`src/rtl/bar_pkg.sv`:
```
package bar_pkg;

    typedef enum logic [1:0] {
        BK_NONE  = 2'd0,
        BK_MEM32 = 2'd1,
        BK_MEM64 = 2'd2,
        BK_IO    = 2'd3
    } bar_kind_e;

    typedef struct packed {
        bar_kind_e   kind;
        logic        upper;
        logic        pref;
        logic [5:0]  size_lg;
    } slot_cfg_t;

    function automatic logic [31:0] low_bits(input logic [5:0] lg);
        return (32'h1 << lg) - 32'h1;
    endfunction

    function automatic logic [31:0] writable_bits(input slot_cfg_t c);
        if (c.upper)             return 32'hFFFF_FFFF;
        else if (c.kind == BK_NONE) return 32'h0;
        else                     return ~low_bits(c.size_lg);
    endfunction

    function automatic logic [31:0] fixed_bits(input slot_cfg_t c);
        logic [31:0] v;
        v = 32'h0;
        if (!c.upper) begin
            case (c.kind)
                BK_IO:    v[0] = 1'b1;
                BK_MEM32: v[3] = c.pref;
                BK_MEM64: begin v[2:1] = 2'b10; v[3] = c.pref; end
                default:  v = 32'h0;
            endcase
        end
        return v;
    endfunction

endpackage

```
`src/rtl/bar_slot_reg.sv`:
```
module bar_slot_reg
    import bar_pkg::*;
#(
    parameter logic [31:0] WMASK = 32'h0,
    parameter logic [31:0] FIXED = 32'h0
) (
    input  logic        clk,
    input  logic        rst,
    input  logic        wr_en,
    input  logic [31:0] wdata,
    input  logic [3:0]  be,
    output logic [31:0] base_q,
    output logic [31:0] rdata
);
    localparam int NBYTES = 4;

    logic [31:0] store_q;

    for (genvar b = 0; b < NBYTES; b++) begin : g_byte
        always_ff @(posedge clk) begin
            if (rst)
                store_q[8*b +: 8] <= 8'h0;
            else if (wr_en && be[b])
                store_q[8*b +: 8] <= wdata[8*b +: 8] & WMASK[8*b +: 8];
        end
    end

    assign base_q = store_q;
    assign rdata  = (store_q & WMASK) | FIXED;
endmodule

```
`src/rtl/bar_match.sv`:
```
module bar_match
    import bar_pkg::*;
#(
    parameter int          ADDR_W = 64,
    parameter slot_cfg_t   CFG    = '0
) (
    input  logic [31:0]       base_lo,
    input  logic [31:0]       base_hi,
    input  logic [ADDR_W-1:0] req_addr,
    input  logic              req_is_io,
    output logic              hit
);
    localparam logic [ADDR_W-1:0] ONE_A = {{(ADDR_W-1){1'b0}}, 1'b1};
    localparam logic [ADDR_W-1:0] AMASK = ~((ONE_A << CFG.size_lg) - ONE_A);

    logic [ADDR_W-1:0] base_full;
    logic              kind_ok;
    logic              base_set;

    always_comb begin
        base_full = '0;
        base_full[31:0] = base_lo & ~low_bits(CFG.size_lg);
        if (CFG.kind == BK_MEM64 && ADDR_W > 32)
            base_full[ADDR_W-1:32] = base_hi[ADDR_W-33:0];
        base_set = (base_full != '0);
        case (CFG.kind)
            BK_MEM32, BK_MEM64: kind_ok = !req_is_io;
            BK_IO:              kind_ok = req_is_io;
            default:            kind_ok = 1'b0;
        endcase
        hit = !CFG.upper && kind_ok && base_set &&
              ((req_addr & AMASK) == (base_full & AMASK));
    end
endmodule

```
`src/rtl/bar_bank.sv`:
```
module bar_bank
    import bar_pkg::*;
#(
    parameter int                       NUM_SLOTS = 6,
    parameter int                       ADDR_W    = 64,
    parameter logic [2*NUM_SLOTS-1:0]   SLOT_KIND = 12'b01_00_11_00_10_01,
    parameter logic [6*NUM_SLOTS-1:0]   SLOT_SIZE = {6'd16, 6'd0, 6'd8, 6'd0, 6'd20, 6'd12},
    parameter logic [NUM_SLOTS-1:0]     SLOT_PREF = 6'b100010,
    localparam int                      IDX_W     = $clog2(NUM_SLOTS)
) (
    input  logic                 clk,
    input  logic                 rst,
    input  logic                 cfg_wr,
    input  logic [IDX_W-1:0]     cfg_idx,
    input  logic [31:0]          cfg_wdata,
    input  logic [3:0]           cfg_be,
    output logic [31:0]          cfg_rdata,
    input  logic [ADDR_W-1:0]    req_addr,
    input  logic                 req_is_io,
    output logic [NUM_SLOTS-1:0] bar_hit
);
    function automatic slot_cfg_t cfg_of(input int s);
        slot_cfg_t c;
        c.kind    = bar_kind_e'(SLOT_KIND[2*s +: 2]);
        c.upper   = (s > 0) && (SLOT_KIND[2*(s-1) +: 2] == 2'(BK_MEM64));
        c.pref    = SLOT_PREF[s];
        c.size_lg = SLOT_SIZE[6*s +: 6];
        return c;
    endfunction

    logic [31:0] base_arr  [NUM_SLOTS];
    logic [31:0] rdata_arr [NUM_SLOTS];

    for (genvar i = 0; i < NUM_SLOTS; i++) begin : g_slot
        localparam slot_cfg_t CFG = cfg_of(i);
        logic [31:0] hi_word;

        bar_slot_reg #(
            .WMASK (writable_bits(CFG)),
            .FIXED (fixed_bits(CFG))
        ) u_reg (
            .clk    (clk),
            .rst    (rst),
            .wr_en  (cfg_wr && (cfg_idx == IDX_W'(i))),
            .wdata  (cfg_wdata),
            .be     (cfg_be),
            .base_q (base_arr[i]),
            .rdata  (rdata_arr[i])
        );

        if (i + 1 < NUM_SLOTS) begin : g_hi
            assign hi_word = base_arr[i+1];
        end else begin : g_nohi
            assign hi_word = 32'h0;
        end

        bar_match #(
            .ADDR_W (ADDR_W),
            .CFG    (CFG)
        ) u_match (
            .base_lo   (base_arr[i]),
            .base_hi   (hi_word),
            .req_addr  (req_addr),
            .req_is_io (req_is_io),
            .hit       (bar_hit[i])
        );
    end

    always_comb begin
        cfg_rdata = 32'h0;
        for (int k = 0; k < NUM_SLOTS; k++)
            if (cfg_idx == IDX_W'(k))
                cfg_rdata = rdata_arr[k];
    end
endmodule

```
`config.mk`:
```
export PLATFORM = sky130hd
export DESIGN_NAME = bar_bank
export DESIGN_NICKNAME = d
export VERILOG_FILES = /design/src/rtl/bar_pkg.sv /design/src/rtl/bar_slot_reg.sv /design/src/rtl/bar_match.sv /design/src/rtl/bar_bank.sv
export SDC_FILE = /design/constraint.sdc
export NUM_CORES = 1
export LEC_CHECK = 0
export ABC_AREA = 1
export BUFFER_PORTS_ARGS = -buffer_cell sky130_fd_sc_hd__buf_4
export CORE_MARGIN = 2
export CORE_UTILIZATION = 50
export DETAILED_ROUTE_END_ITERATION = 8
export PLACE_DENSITY_LB_ADDON = 0.25
export SLEW_MARGIN = 20
export SYNTH_ARGS = -nofsm -noshare
export SYNTH_HDL_FRONTEND = slang
export SYNTH_SLANG_ARGS = --single-unit
```
`constraint.sdc`:
```
create_clock -name clk -period 1.1 [get_ports clk]
set_input_delay 0.055 -clock clk [delete_from_list [all_inputs] [get_ports clk]]
set_output_delay 0.055 -clock clk [all_outputs]
set_load 0.005 [all_outputs]
```
==> results of run 1 <==
-- cells in the mapped netlist (11+ instances only) --
library cell,count
a211oi_1,28
a211oi_2,54
a21oi_1,29
clkbuf_1,12
dfxtp_1,104
inv_1,143
nand2_1,242
nand3_1,27
nand4_1,11
nor2_1,195
o21ai_0,52
o22ai_1,33
xnor2_1,15
xor2_1,21
-- worst max path at each step --
stage,startpoint,to,slack [ns]
floorplan,rst,g_slot[2].u_reg.base_q[11]$_SDFFE_PP0P_,0.02
global placement,g_slot[0].u_reg.base_q[26]$_SDFFE_PP0P_,bar_hit[0],-0.22
detailed placement,req_addr[62],bar_hit[0],-0.26
CTS,g_slot[0].u_reg.base_q[20]$_SDFFE_PP0P_,bar_hit[0],-0.55
global route,g_slot[0].u_reg.base_q[15]$_SDFFE_PP0P_,bar_hit[0],-0.78
finish,g_slot[0].u_reg.base_q[15]$_SDFFE_PP0P_,bar_hit[0],-0.75
-- power breakdown --
group	switching (W)	leakage, nW	internal (W)	total [W]
Combinational	0.00128	4.03	0.00104	0.00232
Sequential	0.0000726	0.885	0.00384	0.00391
Clock	0.00159	0.138	0.00174	0.00332
Total	0.00294	5.05	0.00661	0.00955
-- placed cells by master (no fill, tap or decap), types with 3 or more instances in the layout --
cell           synthesis  layout
nor2_4                 2       8
buf_12                 0      13
nand3_1               27      26
o21ai_2                0      18
o21ai_1                0      12
dfxtp_2                0      78
nor3_2                 1       3
nand3_2                4       5
o221ai_2               0       3
nand4_1               11      11
a211oi_1              28      28
clkbuf_16              0       9
nor2_2                 2      14
nand2_2                8      25
inv_4                  0       5
a21oi_2                0       5
o21ai_0               52      21
inv_2                  3      64
buf_4                  8     277
clkbuf_8               0       3
nor3_1                 8       6
clkinvlp_4             0       3
dlygate4sd3_1          0      23
nand2_1              242     220
inv_1                143      76
dfxtp_4                0       7
nand2_4                0       5
dfxtp_1              104      19
o22ai_4                0      17
o22ai_2                0      10
xor2_1                21      20
buf_6                  8      71
o22ai_1               33       6
a211oi_2              54      54
nor2_1               195     177
a21oi_1               29      24
xnor2_1               15      14
-- routing by layer --
metal / up-vias / wire [µm] / global-route usage (%)
met5: - / 0 / 0
met4: 0 / 3000 / 24.3
met3: 276 / 4420 / 8.35
met2: 797 / 15100 / 69.1
met1: 4240 / 11600 / 51.1
li1: 4055 / - / -
-- worst max-delay path: cells and delay by family, from the launching register on --
| family | cells | cell delay (ns) |
|---|---|---|
| AND/OR/NAND/NOR | 6 | 0.89 |
| flip-flops | 1 | 0.34 |
| buffers and inverters | 1 | 0.11 |
| AO/OA/AOI/OAI | 1 | 0.09 |
-- per-stage QoR --
step | area [µm²] | util [%]
after floorplan | 6800 | -
after global placement | 9490 | 71.6
after detailed placement | 9490 | 71.6
after CTS | 10800 | 81.8
after global routing | 11200 | 84.5
final | 11200 | 84.5
-- final cells by class --
cell class | instances | share of cell area [%]
multi-input combinational | 742 | 40.5
timing repair buffer | 384 | 30.1
clock buffer | 13 | 2.41
sequential | 104 | 19.7
clock inverter | 3 | 0.212
inverter | 146 | 5.04
tap | 176 | 1.97
-- kinds of logic (layout without fill, tap and decap cells) --
family,after synthesis,in the layout,share of synthesized area (%)
simple gates,503,503,30.0
compound gates,201,201,22.7
buf+inv,188,546,11.9
flops,104,104,30.7
xor+xnor,36,36,4.64
other cells,1,2,0.0552
-- repair_timing --
item,CTS,global route
buffers inserted,20,9
endpoints found under the hold margin,25,0
gates resized for setup,297,102
hold buffers,23,0
endpoints found under the setup margin,36,36
pin swaps,86,61
==> impl_metrics.toml, run 1 <==
[critical_path]
r2r_end = "g_slot[0].u_reg.base_q[12]$_SDFFE_PP0P_"
rrSetupSlack_ns = 0.04
crit_slowest_cell = "dfxtp_2"
critPathMaxFanout = 3
cpPeakStageDelay_ns = 0.34
arrival_ns = 1.80
crit_path_cell_trace = "nand2_1, o21ai_1, nor2_1, nand2_1, nor2_2, nand3b_1, nor2_4, buf_6"
setup.worst_path.class = "flop to output pin"
critPathMostFrequentCell = "nand2_1"
reg2reg_depth = 4
cp.required_ns = 1.04
r2r-start = "g_slot[0].u_reg.base_q[12]$_SDFFE_PP0P_"
start_kind = "flop"
end_kind = "output pin"

[logic_synthesis]
async_flop_share_pct = 0
synthTopCellsByArea = "dfxtp_1 31%, nand2_1 13%, nor2_1 11%, a211oi_2 9.9%, inv_1 7.9%"
ys.flop_type = "dfxtp_1"
syn_inst = 1033
ys_warn_count = 0
avgSynthCellArea_um2 = 6.57
netlist.area_leader.share_pct = 30.7
syn_area_um2 = 6790
yosysTopAreaCell = "dfxtp_1"
synth_seq_cells = 104
synth_edf_count = 0
ys_seq_area_share_pct = 30.7
synth.distinct_cells = 29

[run_status]
status = "finished with violations"
violations = "negative setup slack"

[timing]
skew_ns = 0
fmax_mhz = 539
final.setup.tns_ns = -8.39
rsz0062_at_grt = "yes"
setup_violations = 34
fin_crit_sh_pct = 169
slew_viol_final = 0
finalHoldViolCount = 0
setup_ws_ns = -0.754
holdWs_ns = 0.000818
fin_crit_ns = 1.85

[layout]
fillers = 754
multiInputGateArea_um2 = 4540
seq_area_um2 = 2210
n_antenna_cell = 0
syn_to_final_growth_pct = 64.8
final_cells = 1568
finalNetCount = 1494
drive_above_1_share_pct = 50.5
largest_register_ffs = 104

[drt]
drt_first_pass_iters = 9
ant_nets = 0
vias_per_cell = 5.97
wl_um = 34100
drtIter0Drc = 1435
vias = 9368
routedWlPerCell_um = 21.8
remaining_drc_errors = 0

[die]
row_count = 42
io_pins = 145
die-area_um2 = 14500
core_area_um2 = 13200
die-height_um = 121
initial_core_util_pct = 51.3
die_w_um = 121

[power_and_ir_drop]
power.total_w = 0.00955
p_per_area_nw_per_um2 = 853
ir_worst_vdd_v = 0.000594
p_leak_nw = 5.05

[global_route]
grt_use_total_pct = 42.1
grt_pass1_vias = 8515
grt_pass1_wl_um = 45900
antenna_found_initial = 0
grt_max_degree = 27
grt_overflow = 0

[clock_network]
clk_path_buf_depth = 2
cts_root_buf = "clkbuf_16"
cts_buffers = 9
cts_tree = "yes"
clock_latency_ns = 0.36
cts_sinks = 104
clk_pin_slew_worst_paths_ns = 0.07
h-tree-depth = 3

[hold_path]
min_path_type = "input pin to flop"
min_to = "g_slot[3].u_reg.base_q[16]$_SDFFE_PP0P_"
hp-start = "cfg_wdata[16]"
hold_depth = 3

[place]
dp_hpwl_um = 22300
pre_cts_slack_ns = -0.264
dp_cells = 1512
port_buffers = 134
place_congestion = 1.04

[run]
maxCapViolCount = 0
No activity file was read; power rests on OpenSTA's default activity.
==> inputs of run 2 (changes only) <==
--- a/config.mk
+++ b/config.mk
@@ -7,8 +7,8 @@
 export LEC_CHECK = 0
 export ABC_AREA = 1
 export BUFFER_PORTS_ARGS = -buffer_cell sky130_fd_sc_hd__buf_4
-export CORE_MARGIN = 2
-export CORE_UTILIZATION = 50
+export CORE_UTILIZATION = 52
+export CTS_BUF_LIST = sky130_fd_sc_hd__clkbuf_8
 export DETAILED_ROUTE_END_ITERATION = 8
 export PLACE_DENSITY_LB_ADDON = 0.25
 export SLEW_MARGIN = 20
==> run 2 against run 1 <==
The run still ends with negative setup slack left; largest cell class unchanged; clock skew did not move; via count fell by 2.0%; non-clock buffer count rose by 1; register-to-register slack got worse by 0.08 ns; critical path depth rose by 1; first-iteration DRC count fell by 17%; largest power group unchanged.
==> impl_metrics.toml, run 2 (synthesized netlist as in run 1, its figures left out) <==
[drt]
wl_met1_um = 12100
ant_nets = 0
vias_per_cell = 5.87
remaining_drc_errors = 0
routedWlPerCell_um = 21.5
drt_first_pass_iters = 6
dr_wl_met3_um = 4170
vias = 9183
drtIter0Drc = 1191
highest_layer = "met4"
wl_um = 33600
dr_wl_met2_um = 14900

[clock_network]
cts_buffers = 9
h-tree-depth = 3
cts_root_buf = "clkbuf_8"
clock_latency_ns = 0.40
clk_path_buf_depth = 2
cts_tree = "yes"
cts_sinks = 104
clk_pin_slew_worst_paths_ns = 0.12

[layout]
syn_to_final_growth_pct = 62.6
finalNetCount = 1495
final_core_util_pct = 87.2
final_cell_mix = "270 x buf_4, 228 x nand2_1, 181 x nor2_1, 80 x inv_1, 75 x dfxtp_2"
drive_above_1_share_pct = 47.8
final_common_cell = "buf_4"
final_area_um2 = 11000
largest_register_ffs = 104

[hold_path]
min_path_type = "input pin to flop"
hp-start = "cfg_be[0]"

[die]
core_area_um2 = 12700
initial_core_util_pct = 53.6
io_pins = 145
die_w_um = 116
row_count = 41
die-height_um = 116
die-area_um2 = 13500

[global_route]
grt_overflow = 0
grt_pass1_wl_um = 45500
grt_pass1_vias = 8367
grt_max_degree = 29
grt_use_total_pct = 46.4
antenna_found_initial = 2

[run_status]
violations = "negative setup slack"
status = "finished with violations"

[place]
dp_hpwl_um = 22500
pre_cts_slack_ns = -0.238
dpl-instance-area_um2 = 9430
port_buffers = 134
place_congestion = 1.03

[critical_path]
setup.worst_path.class = "flop to output pin"
r2r-start = "g_slot[1].u_reg.base_q[23]$_SDFFE_PP0P_"
cp.required_ns = 1.04
critPathMaxFanout = 3
arrival_ns = 1.78
start_kind = "flop"
crit_start = "g_slot[0].u_reg.base_q[14]$_SDFFE_PP0P_"
end_kind = "output pin"

[power_and_ir_drop]
p_leak_nw = 5.02
p_per_area_nw_per_um2 = 781
power.total_w = 0.00863
ir_worst_vdd_v = 0.000725

[timing]
slew_viol_final = 0
rsz0062_at_grt = "yes"
fmax_mhz = 544
finalHoldViolCount = 0
skew_ns = 0
setup_ws_ns = -0.738
fin_crit_ns = 1.84
setup_violations = 37
fin_crit_sh_pct = 167

[run]
maxCapViolCount = 0
## run 2: cell types whose count changed in the layout (fill, tap and decap cells not counted), sizes merged
cell	delta
dlygate4sd3	+9
buf	-8
clkbuf	-3
clkinv	+2
diode	+1
## run 2: worst paths after layout
kind                                             endpoint  slack, ns  cells past startpoint
setup / recovery                               bar_hit[0]      -0.74                      9
hold reg to reg   g_slot[5].u_reg.base_q[22]$_SDFFE_PP0P_       0.51                      2
hold / removal     g_slot[2].u_reg.base_q[0]$_SDFFE_PP0P_       0.11                      4
setup reg to reg  g_slot[1].u_reg.base_q[23]$_SDFFE_PP0P_      -0.04                      3
## run 2: layer usage
| metal | vias up | track usage, % |
|---|---|---|
| li1 | 4055 | - |
| met1 | 4169 | 56.3 |
| met2 | 735 | 75.2 |
| met3 | 224 | 9.86 |
| met4 | 0 | 28.8 |
| met5 | - | 0 |
## run 2: repair_timing
action,4_1_cts,5_1_grt
hold buffers,32,0
buffers inserted,17,12
hold endpoints to repair,73,0
gates cloned,0,0
pin swaps,75,61
setup endpoints to repair,36,36
resized for setup,283,87
## run 2: through the flow
stage | TNS, ns | hold WS (ns) | instances
4_1_cts | -8.38 | 0.0905 | 1557
3_5_place_dp | -11.37 | 0.341 | 1499
5_1_grt | -11.47 | 0.104 | 1564
6_report | -10.24 | 0.111 | 1565
2_1_floorplan | 0 | 0.198 | 1034
3_3_place_gp | -8.85 | 0.335 | 1499
## run 2: power breakdown
| group | internal (W) | leakage (nW) | switching, W | total, W |
|---|---|---|---|---|
| clock | 0.000871 | 0.0860 | 0.00152 | 0.00239 |
| combinational | 0.00105 | 4.06 | 0.00128 | 0.00232 |
| sequential | 0.00384 | 0.880 | 0.0000713 | 0.00392 |
## run 2: layout make-up
| type | count | area, µm² |
|---|---|---|
| Multi-Input combinational cell | 742 | 4480 |
| Timing Repair Buffer | 385 | 3420 |
| Sequential cell | 104 | 2190 |
| Fill cell | 681 | 1630 |
| Inverter | 146 | 572 |
| Tap cell | 172 | 215 |
| Clock buffer | 10 | 138 |
| Clock inverter | 5 | 32.5 |
| Antenna cell | 1 | 2.50 |
## run 2: critical path, stage by stage, from the launching register on
cell and delay, ns:
dfxtp_2 0.35, inv_2 0.05, nand2_1 0.10, o21ai_2 0.08, nor2_2 0.08, nand2_1 0.19
nor2_1 0.18, nand2_1 0.08, nor2_2 0.13, buf_4 0.12
